--- config.mk ---
export PLATFORM = sky130hd
export DESIGN_NAME = irq_vector_ctl
export DESIGN_NICKNAME = d
export VERILOG_FILES = /design/src/rtl/irq_ctl_pkg.sv /design/src/rtl/irq_nmi_latch.sv /design/src/rtl/irq_enable_regs.sv /design/src/rtl/irq_arbiter.sv /design/src/rtl/irq_vector_ctl.sv
export SDC_FILE = /design/constraint.sdc
export NUM_CORES = 1
export LEC_CHECK = 0
export CORE_ASPECT_RATIO = 0.7
export CORE_UTILIZATION = 46
export DETAILED_ROUTE_END_ITERATION = 12
export GPL_TIMING_DRIVEN = 0
export HOLD_SLACK_MARGIN = 0.15
export PLACE_DENSITY = 0.85
export SLEW_MARGIN = 20
export SYNTH_ARGS = -nofsm -noshare
export SYNTH_HDL_FRONTEND = slang
export SYNTH_SLANG_ARGS = --single-unit
--- constraint.sdc ---
create_clock -name clk -period 2.95 [get_ports clk]
set_input_delay 0.59 -clock clk [delete_from_list [all_inputs] [get_ports clk]]
set_output_delay 0.59 -clock clk [all_outputs]
set_load 0.005 [all_outputs]
--- src/rtl/irq_ctl_pkg.sv ---
package irq_ctl_pkg;

    localparam int ADDR_W = 16;
    localparam int DATA_W = 8;

    typedef enum logic [1:0] {
        IM_BUSOP = 2'd0,
        IM_FIXED = 2'd1,
        IM_TABLE = 2'd2
    } im_mode_e;

    localparam logic [ADDR_W-1:0] NMI_VEC   = 16'h0066;
    localparam logic [ADDR_W-1:0] FIXED_VEC = 16'h0038;

    typedef struct packed {
        logic              ei;
        logic              di;
        logic              retn;
        logic              im_set;
        logic [1:0]        im_code;
        logic              ld_air;
        logic              i_load;
        logic [DATA_W-1:0] i_data;
    } ctl_ev_t;

    function automatic logic [ADDR_W-1:0] table_ptr(input logic [DATA_W-1:0] page,
                                                    input logic [DATA_W-1:0] vec);
        return {page, vec[DATA_W-1:1], 1'b0};
    endfunction

endpackage

--- src/rtl/irq_nmi_latch.sv ---
module irq_nmi_latch (
    input  logic clk,
    input  logic rst,
    input  logic nmi_n,
    input  logic clear,
    output logic pend_now
);
    logic prev_q;
    logic pend_q;
    logic fall;

    assign fall     = prev_q & ~nmi_n;
    assign pend_now = pend_q | fall;

    always_ff @(posedge clk) begin
        if (rst) begin
            prev_q <= 1'b1;
            pend_q <= 1'b0;
        end else begin
            prev_q <= nmi_n;
            if (clear) pend_q <= 1'b0;
            else if (fall) pend_q <= 1'b1;
        end
    end
endmodule

--- src/rtl/irq_enable_regs.sv ---
module irq_enable_regs
    import irq_ctl_pkg::*;
(
    input  logic              clk,
    input  logic              rst,
    input  logic              bnd,
    input  ctl_ev_t           ev,
    input  logic              acc_nmi,
    input  logic              acc_int,
    output logic              iff1_q,
    output logic              iff2_q,
    output logic              blk_q,
    output im_mode_e          mode_q,
    output logic [DATA_W-1:0] page_q,
    output logic              pv_q
);
    logic n1, n2;

    always_comb begin
        n1 = iff1_q;
        n2 = iff2_q;
        if (bnd) begin
            if (ev.ei) begin
                n1 = 1'b1;
                n2 = 1'b1;
            end else if (ev.di) begin
                n1 = 1'b0;
                n2 = 1'b0;
            end else if (ev.retn) begin
                n1 = iff2_q;
            end
        end
        if (acc_nmi) n1 = 1'b0;
        if (acc_int) begin
            n1 = 1'b0;
            n2 = 1'b0;
        end
    end

    always_ff @(posedge clk) begin
        if (rst) begin
            iff1_q <= 1'b0;
            iff2_q <= 1'b0;
            blk_q  <= 1'b0;
            mode_q <= IM_BUSOP;
            page_q <= '0;
            pv_q   <= 1'b0;
        end else begin
            iff1_q <= n1;
            iff2_q <= n2;
            if (bnd) begin
                blk_q <= ev.ei;
                if (ev.im_set && ev.im_code != 2'd3) mode_q <= im_mode_e'(ev.im_code);
                if (ev.i_load) page_q <= ev.i_data;
                if (ev.ld_air) pv_q <= iff2_q;
            end
        end
    end
endmodule

--- src/rtl/irq_arbiter.sv ---
module irq_arbiter
    import irq_ctl_pkg::*;
(
    input  logic              clk,
    input  logic              rst,
    input  logic              bnd,
    input  logic              nmi_pend,
    input  logic              int_n,
    input  logic              busreq,
    input  logic              iff1_q,
    input  logic              blk_q,
    input  ctl_ev_t           ev,
    input  im_mode_e          mode_q,
    input  logic [DATA_W-1:0] page_q,
    input  logic [DATA_W-1:0] vec_byte,
    output logic              acc_nmi,
    output logic              acc_int,
    output logic              nmi_take,
    output logic              int_take,
    output logic              from_bus,
    output logic [ADDR_W-1:0] target
);
    logic [ADDR_W-1:0] int_vec;

    assign acc_nmi = bnd & nmi_pend;
    assign acc_int = bnd & ~acc_nmi & ~int_n & iff1_q & ~blk_q
                   & ~ev.ei & ~ev.di & ~busreq;

    always_comb begin
        case (mode_q)
            IM_FIXED: int_vec = FIXED_VEC;
            IM_TABLE: int_vec = table_ptr(page_q, vec_byte);
            default:  int_vec = '0;
        endcase
    end

    always_ff @(posedge clk) begin
        if (rst) begin
            nmi_take <= 1'b0;
            int_take <= 1'b0;
            from_bus <= 1'b0;
            target   <= '0;
        end else begin
            nmi_take <= acc_nmi;
            int_take <= acc_int;
            from_bus <= acc_int && (mode_q == IM_BUSOP);
            if (acc_nmi) target <= NMI_VEC;
            else if (acc_int) target <= int_vec;
        end
    end
endmodule

--- src/rtl/irq_vector_ctl.sv ---
module irq_vector_ctl
    import irq_ctl_pkg::*;
(
    input  logic              clk,
    input  logic              rst,
    input  logic              nmi_n,
    input  logic              int_n,
    input  logic              busreq,
    input  logic              insn_end,
    input  logic              ev_ei,
    input  logic              ev_di,
    input  logic              ev_retn,
    input  logic              ev_im,
    input  logic [1:0]        im_code,
    input  logic              ev_ld_air,
    input  logic              ev_i_load,
    input  logic [DATA_W-1:0] i_data,
    input  logic [DATA_W-1:0] vec_byte,
    output logic              nmi_take,
    output logic              int_take,
    output logic              from_bus,
    output logic [ADDR_W-1:0] target,
    output logic              iff1,
    output logic              iff2,
    output logic [1:0]        im_mode,
    output logic              pv_flag
);
    ctl_ev_t  ev;
    logic     nmi_pend, acc_nmi, acc_int, blk_q;
    im_mode_e mode_q;
    logic [DATA_W-1:0] page_q;

    assign ev = '{ei: ev_ei, di: ev_di, retn: ev_retn, im_set: ev_im,
                  im_code: im_code, ld_air: ev_ld_air, i_load: ev_i_load,
                  i_data: i_data};
    assign im_mode = mode_q;

    irq_nmi_latch u_nmi (
        .clk(clk), .rst(rst), .nmi_n(nmi_n), .clear(acc_nmi), .pend_now(nmi_pend)
    );

    irq_enable_regs u_en (
        .clk(clk), .rst(rst), .bnd(insn_end), .ev(ev),
        .acc_nmi(acc_nmi), .acc_int(acc_int),
        .iff1_q(iff1), .iff2_q(iff2), .blk_q(blk_q),
        .mode_q(mode_q), .page_q(page_q), .pv_q(pv_flag)
    );

    irq_arbiter u_arb (
        .clk(clk), .rst(rst), .bnd(insn_end), .nmi_pend(nmi_pend),
        .int_n(int_n), .busreq(busreq), .iff1_q(iff1), .blk_q(blk_q),
        .ev(ev), .mode_q(mode_q), .page_q(page_q), .vec_byte(vec_byte),
        .acc_nmi(acc_nmi), .acc_int(acc_int),
        .nmi_take(nmi_take), .int_take(int_take),
        .from_bus(from_bus), .target(target)
    );
endmodule

Word-level counts from Yosys, hierarchy flattened:

Cells that the tools add are included.

* input bits: 30
* flip-flop bits (word level): 35
* output and inout port bits: 24

* mux-type cells: 8
* bitwise logic cells: 17
* reduce and logical (&&, ||, !) cells: 14
* equality and inequality tests: 3

Operators by type and width (number)
* $pmux W16 S2: 1
* $mux W7: 2
* $reduce_and A2 Y1: 5
* $and A1 B1 Y1: 9
* $not A1 Y1: 7
* $mux W1: 5
* $reduce_bool A2 Y1: 2
* $reduce_or A2 Y1: 2
* $reduce_bool A3 Y1: 1
* $reduce_or A3 Y1: 1
* $eq A2 B1 Y1 const B: 1
* $eq A2 B2 Y1 const B: 1
* $logic_and A1 B1 Y1: 2
* $logic_not A2 Y1: 1
* $ne A2 B2 Y1 const B: 1
* $or A1 B1 Y1: 1

Longest topological paths before layout:

* depth after elaboration: 14
* mapped depth: 6
* gate-level depth less buffers: 5

By module:

From an unflattened synthesis, not the netlist that was laid out.

* cells, all modules: 162
* area total of the unflattened synthesis: 1501.4 µm²

Modules (own cells, without submodules)
* irq_arbiter: cells each 91, times used 1, sequential area each 360.3 µm², area each 880.8 µm²
* irq_enable_regs: cells each 64, times used 1, sequential area each 280.3 µm², area each 550.5 µm²
* irq_nmi_latch: cells each 7, times used 1, sequential area each 40.0 µm², area each 70.1 µm²

Worst setup path after synthesis:

OpenSTA, ideal clock, no wires.

* kind: input -> register
* start: input port int_n
* end: register u_arb.target[10]
* setup slack: 1373 ps
* buffers on the path: 2
* cell stages on the path: 6
* data required time: 2880 ps
* arrival: 1506 ps
* setup time: 70 ps
* cell sequence: nor4b_2 and4_1 buf_6 buf_12 nand3_1 a21oi_1

* word-level cells in the longest chain between the ends: 7

RTL lines
* from (decl): line irq_vector_ctl.sv:7 `input logic int_n,`
* $not A1 Y1: line irq_arbiter.sv:26 `assign acc_int = bnd & ~acc_nmi & ~int_n & iff1_q & ~blk_q`
* $and A1 B1 Y1 (3 in series): line irq_arbiter.sv:26
* $and A1 B1 Y1 (3 in series): line irq_arbiter.sv:27 `& ~ev.ei & ~ev.di & ~busreq;`
* to (signal assigned): line irq_arbiter.sv:48 `else if (acc_int) target <= int_vec;`
* to (decl): line irq_arbiter.sv:21 `output logic [ADDR_W-1:0] target`

Every way passes these cells.
A chain may end at the register's enable or synchronous reset.

Worst setup path after layout:

* start: input port ev_ei
* end: register u_arb.target[13]

* word-level cells in the longest chain between the ends: 4

RTL lines
* from (decl): line irq_vector_ctl.sv:10 `input logic ev_ei,`
* $not A1 Y1: line irq_arbiter.sv:27
* $and A1 B1 Y1 (3 in series): line irq_arbiter.sv:27

Every way passes these cells.

==> metrics <==
outcome=completed; design area=2000 µm²; Cell Count Post-Placement=244; fillcell total=222; Peak VDD IR=0.298 mV; Die Area=3190 µm²; Distinct cells, synth=30; Final Net Count=248; Max-cap violations=0; R2R depth=5; DR WL/cell=13.0 µm; Worst Slack Setup Final=0.933 ns; Iter 0 DRT Violations=80; Power Dens Cells=477 nW/µm²; Syn Nets=191; chip height=47.6 µm; multi-input logic area=592 µm²; pin count of the biggest net entering global routing=11; clk_lat worst skew=0.29 ns; unrepaired setup endpoints after global routing=no; DRC Markers=0; Tcrit/Tclk final=0.684; total gr overflow=0; CTS H-tree lvls=2; Setup Fix Bufs, Post-CTS=0; Final Skew=0.00702 ns; CTS tree=done; most frequent cells in the layout=clkdlybuf4s50_1, dfxtp_1, a21oi_1, nand2_1, nand3_1; DRT Pass-1 Iters=4; clock sink total=34; most common cell after layout, fill and taps aside=clkdlybuf4s50_1; CORE AREA=2800 µm²; ant diodes=0; maximum clock frequency=496 MHz; beginning of the worst hold path=u_arb.target[12]; GPL Wtd Cong=0.802; worst slack, placed=0.642 ns; vias in the first global route=1091; port bufs=50; Tmin final=2.02 ns; Die X=67.1 µm; Initial Util=0.487; Crit Path Category=input pin to flop; hold buffers post-CTS=0; post-synthesis cell count=158; Area Overhead vs Synth=46.7%; RR Endpoint=u_arb.target[13]; post-synthesis sequential area ratio=0.499; final-report setup violation count=0; Worst Path Required=3.10 ns; via count=1322; Avg Vias per Cell=5.25; synth top area cells=dfxtp_1, a21oi_1, nand3_1, nand2_1, ha_1; share of layout cells above drive strength 1=0.0787; Worst Hold Path EP=u_arb.target[12]; Max Root-Sink Buffers=2; worst-path maximum fanout=10; worst r2r src=u_en.blk_q; Post-Layout Cell Count=252; top cell type's share of synthesized area=0.499; Startpoint Class=input pin; Top-Level Pins=54; dpl hpwl=2410 µm; clock-pin transition on the worst setup and hold timing paths=0.06 ns; CP endpoint kind=flop; root buffer cell=clkbuf_8; Final Hold Viols=0; CP Data Arrival Time=2.17 ns; FP Rows=16; Core Util, Final=0.714; TritonCTS Buffers=5; area leader, netlist=dfxtp_1; Syn Area/Cell=8.64 µm²; yosys warns=0; storage element area=681 µm²; post_cts resized=0; placed inst area=1910 µm²; Detail Route Antenna Nets=0; flop-to-flop setup slack=1.43 ns; gr usage total=0.210; Seq cells post-synth=34; leakage=0.744 nW; TNS Setup=0 ns; first-pass GRT wire length=4700 µm; worst hold path class=flop to flop; Slew Viols, Final=0; initial antenna violation count=0; WHS Path Cells=2; Post-Syn Area=1370 µm²; Post-Route WL=3270 µm
==> flip-flops by register name, indices dropped and copies added (netlist names) <==
| register | flops |
|---|---|
| u_en.mode_q | 2 |
| u_nmi.pend_q | 1 |
| u_en.pv_q | 1 |
| u_arb.int_take | 1 |
| u_en.blk_q | 1 |
| u_arb.target | 15 |
| u_arb.from_bus | 1 |
| u_arb.nmi_take | 1 |
| u_en.iff1_q | 1 |
| u_nmi.prev_q | 1 |
| u_en.page_q | 8 |
| u_en.iff2_q | 1 |
==> Yosys cell counts <==
cell type / count
buf_4: 1
nand4_1: 1
nor3_1: 7
inv_1: 4
nand2b_1: 2
buf_1: 2
conb_1: 1
buf_2: 1
a21bo_2: 1
nand3_1: 21
buf_12: 1
ha_1: 3
nor3b_1: 4
nor2_1: 7
and4b_2: 1
buf_6: 2
a22oi_1: 1
nand2_1: 24
mux2i_1: 1
a221oi_1: 1
a21o_2: 1
or2_2: 1
a21o_1: 3
a21oi_1: 25
o21ai_0: 1
and2_1: 1
and4_1: 1
clkbuf_1: 4
dfxtp_1: 34
nor4b_2: 1
==> power by group <==
| group | internal [W] | switching (W) |
|---|---|---|
| registers | 0.000475 | 0.00000967 |
| logic | 0.0000701 | 0.0000481 |
| clock network | 0.000188 | 0.000164 |
| total | 0.000733 | 0.000221 |
==> area by class of cell <==
class | instances | area share
sequential | 34 | 0.340
timing repair buffer | 50 | 0.250
inverter | 4 | 0.00750
clock inverter | 1 | 0.00250
clock buffer | 7 | 0.0431
multi-input combinational | 109 | 0.296
tap | 36 | 0.0225
buffer | 11 | 0.0388
==> stage by stage <==
step | hold WS, ns | total power, W
final | 0.456 | 0.000955
after global routing | 0.478 | 0.000995
after CTS | 0.459 | 0.000962
after detailed placement | 0.452 | 0.000612
after global placement | 0.440 | 0.000608
after floorplan | 0.437 | 0.000545
==> routing by layer <==
layer / part of all wire / GRT usage / vias up
li1: - / - / 657
met1: 0.48 / 0.260 / 607
met2: 0.43 / 0.338 / 50
met3: 0.067 / 0.0571 / 8
met4: 0.020 / 0.115 / 0
met5: 0 / 0 / -
==> kinds of logic (layout without fill, tap and decap cells) <==
kind of cell    after synthesis  in the layout  share of synthesized area
simple gates                 71             71                      0.258
flops                        34             34                      0.499
compound gates               33             33                      0.137
buf+inv                      15             73                     0.0678
fa+ha+maj                     3              3                     0.0275
other cells                   1              1                    0.00275
mux                           1              1                    0.00733
==> worst max-delay path by stage <==
stage             start                to  slack (ns)  cells after the start
3_5_place_dp   insn_end  u_arb.target[10]        0.64                      6
6_report          ev_ei  u_arb.target[13]        0.93                      6
4_1_cts        insn_end  u_arb.target[10]        0.96                      6
5_1_grt           ev_di  u_arb.target[13]        0.82                      6
2_1_floorplan     int_n  u_arb.target[10]        1.37                      6
3_3_place_gp      ev_di  u_arb.target[11]        0.70                      6
==> critical path: stages <==
cell and delay, ns:
clkdlybuf4s50_1 0.47, nor3b_1 0.31, nand4_1 0.30, clkbuf_1 0.31, nand2_1 0.13, a21oi_1 0.07
Power figures use the tool's default switching activity.
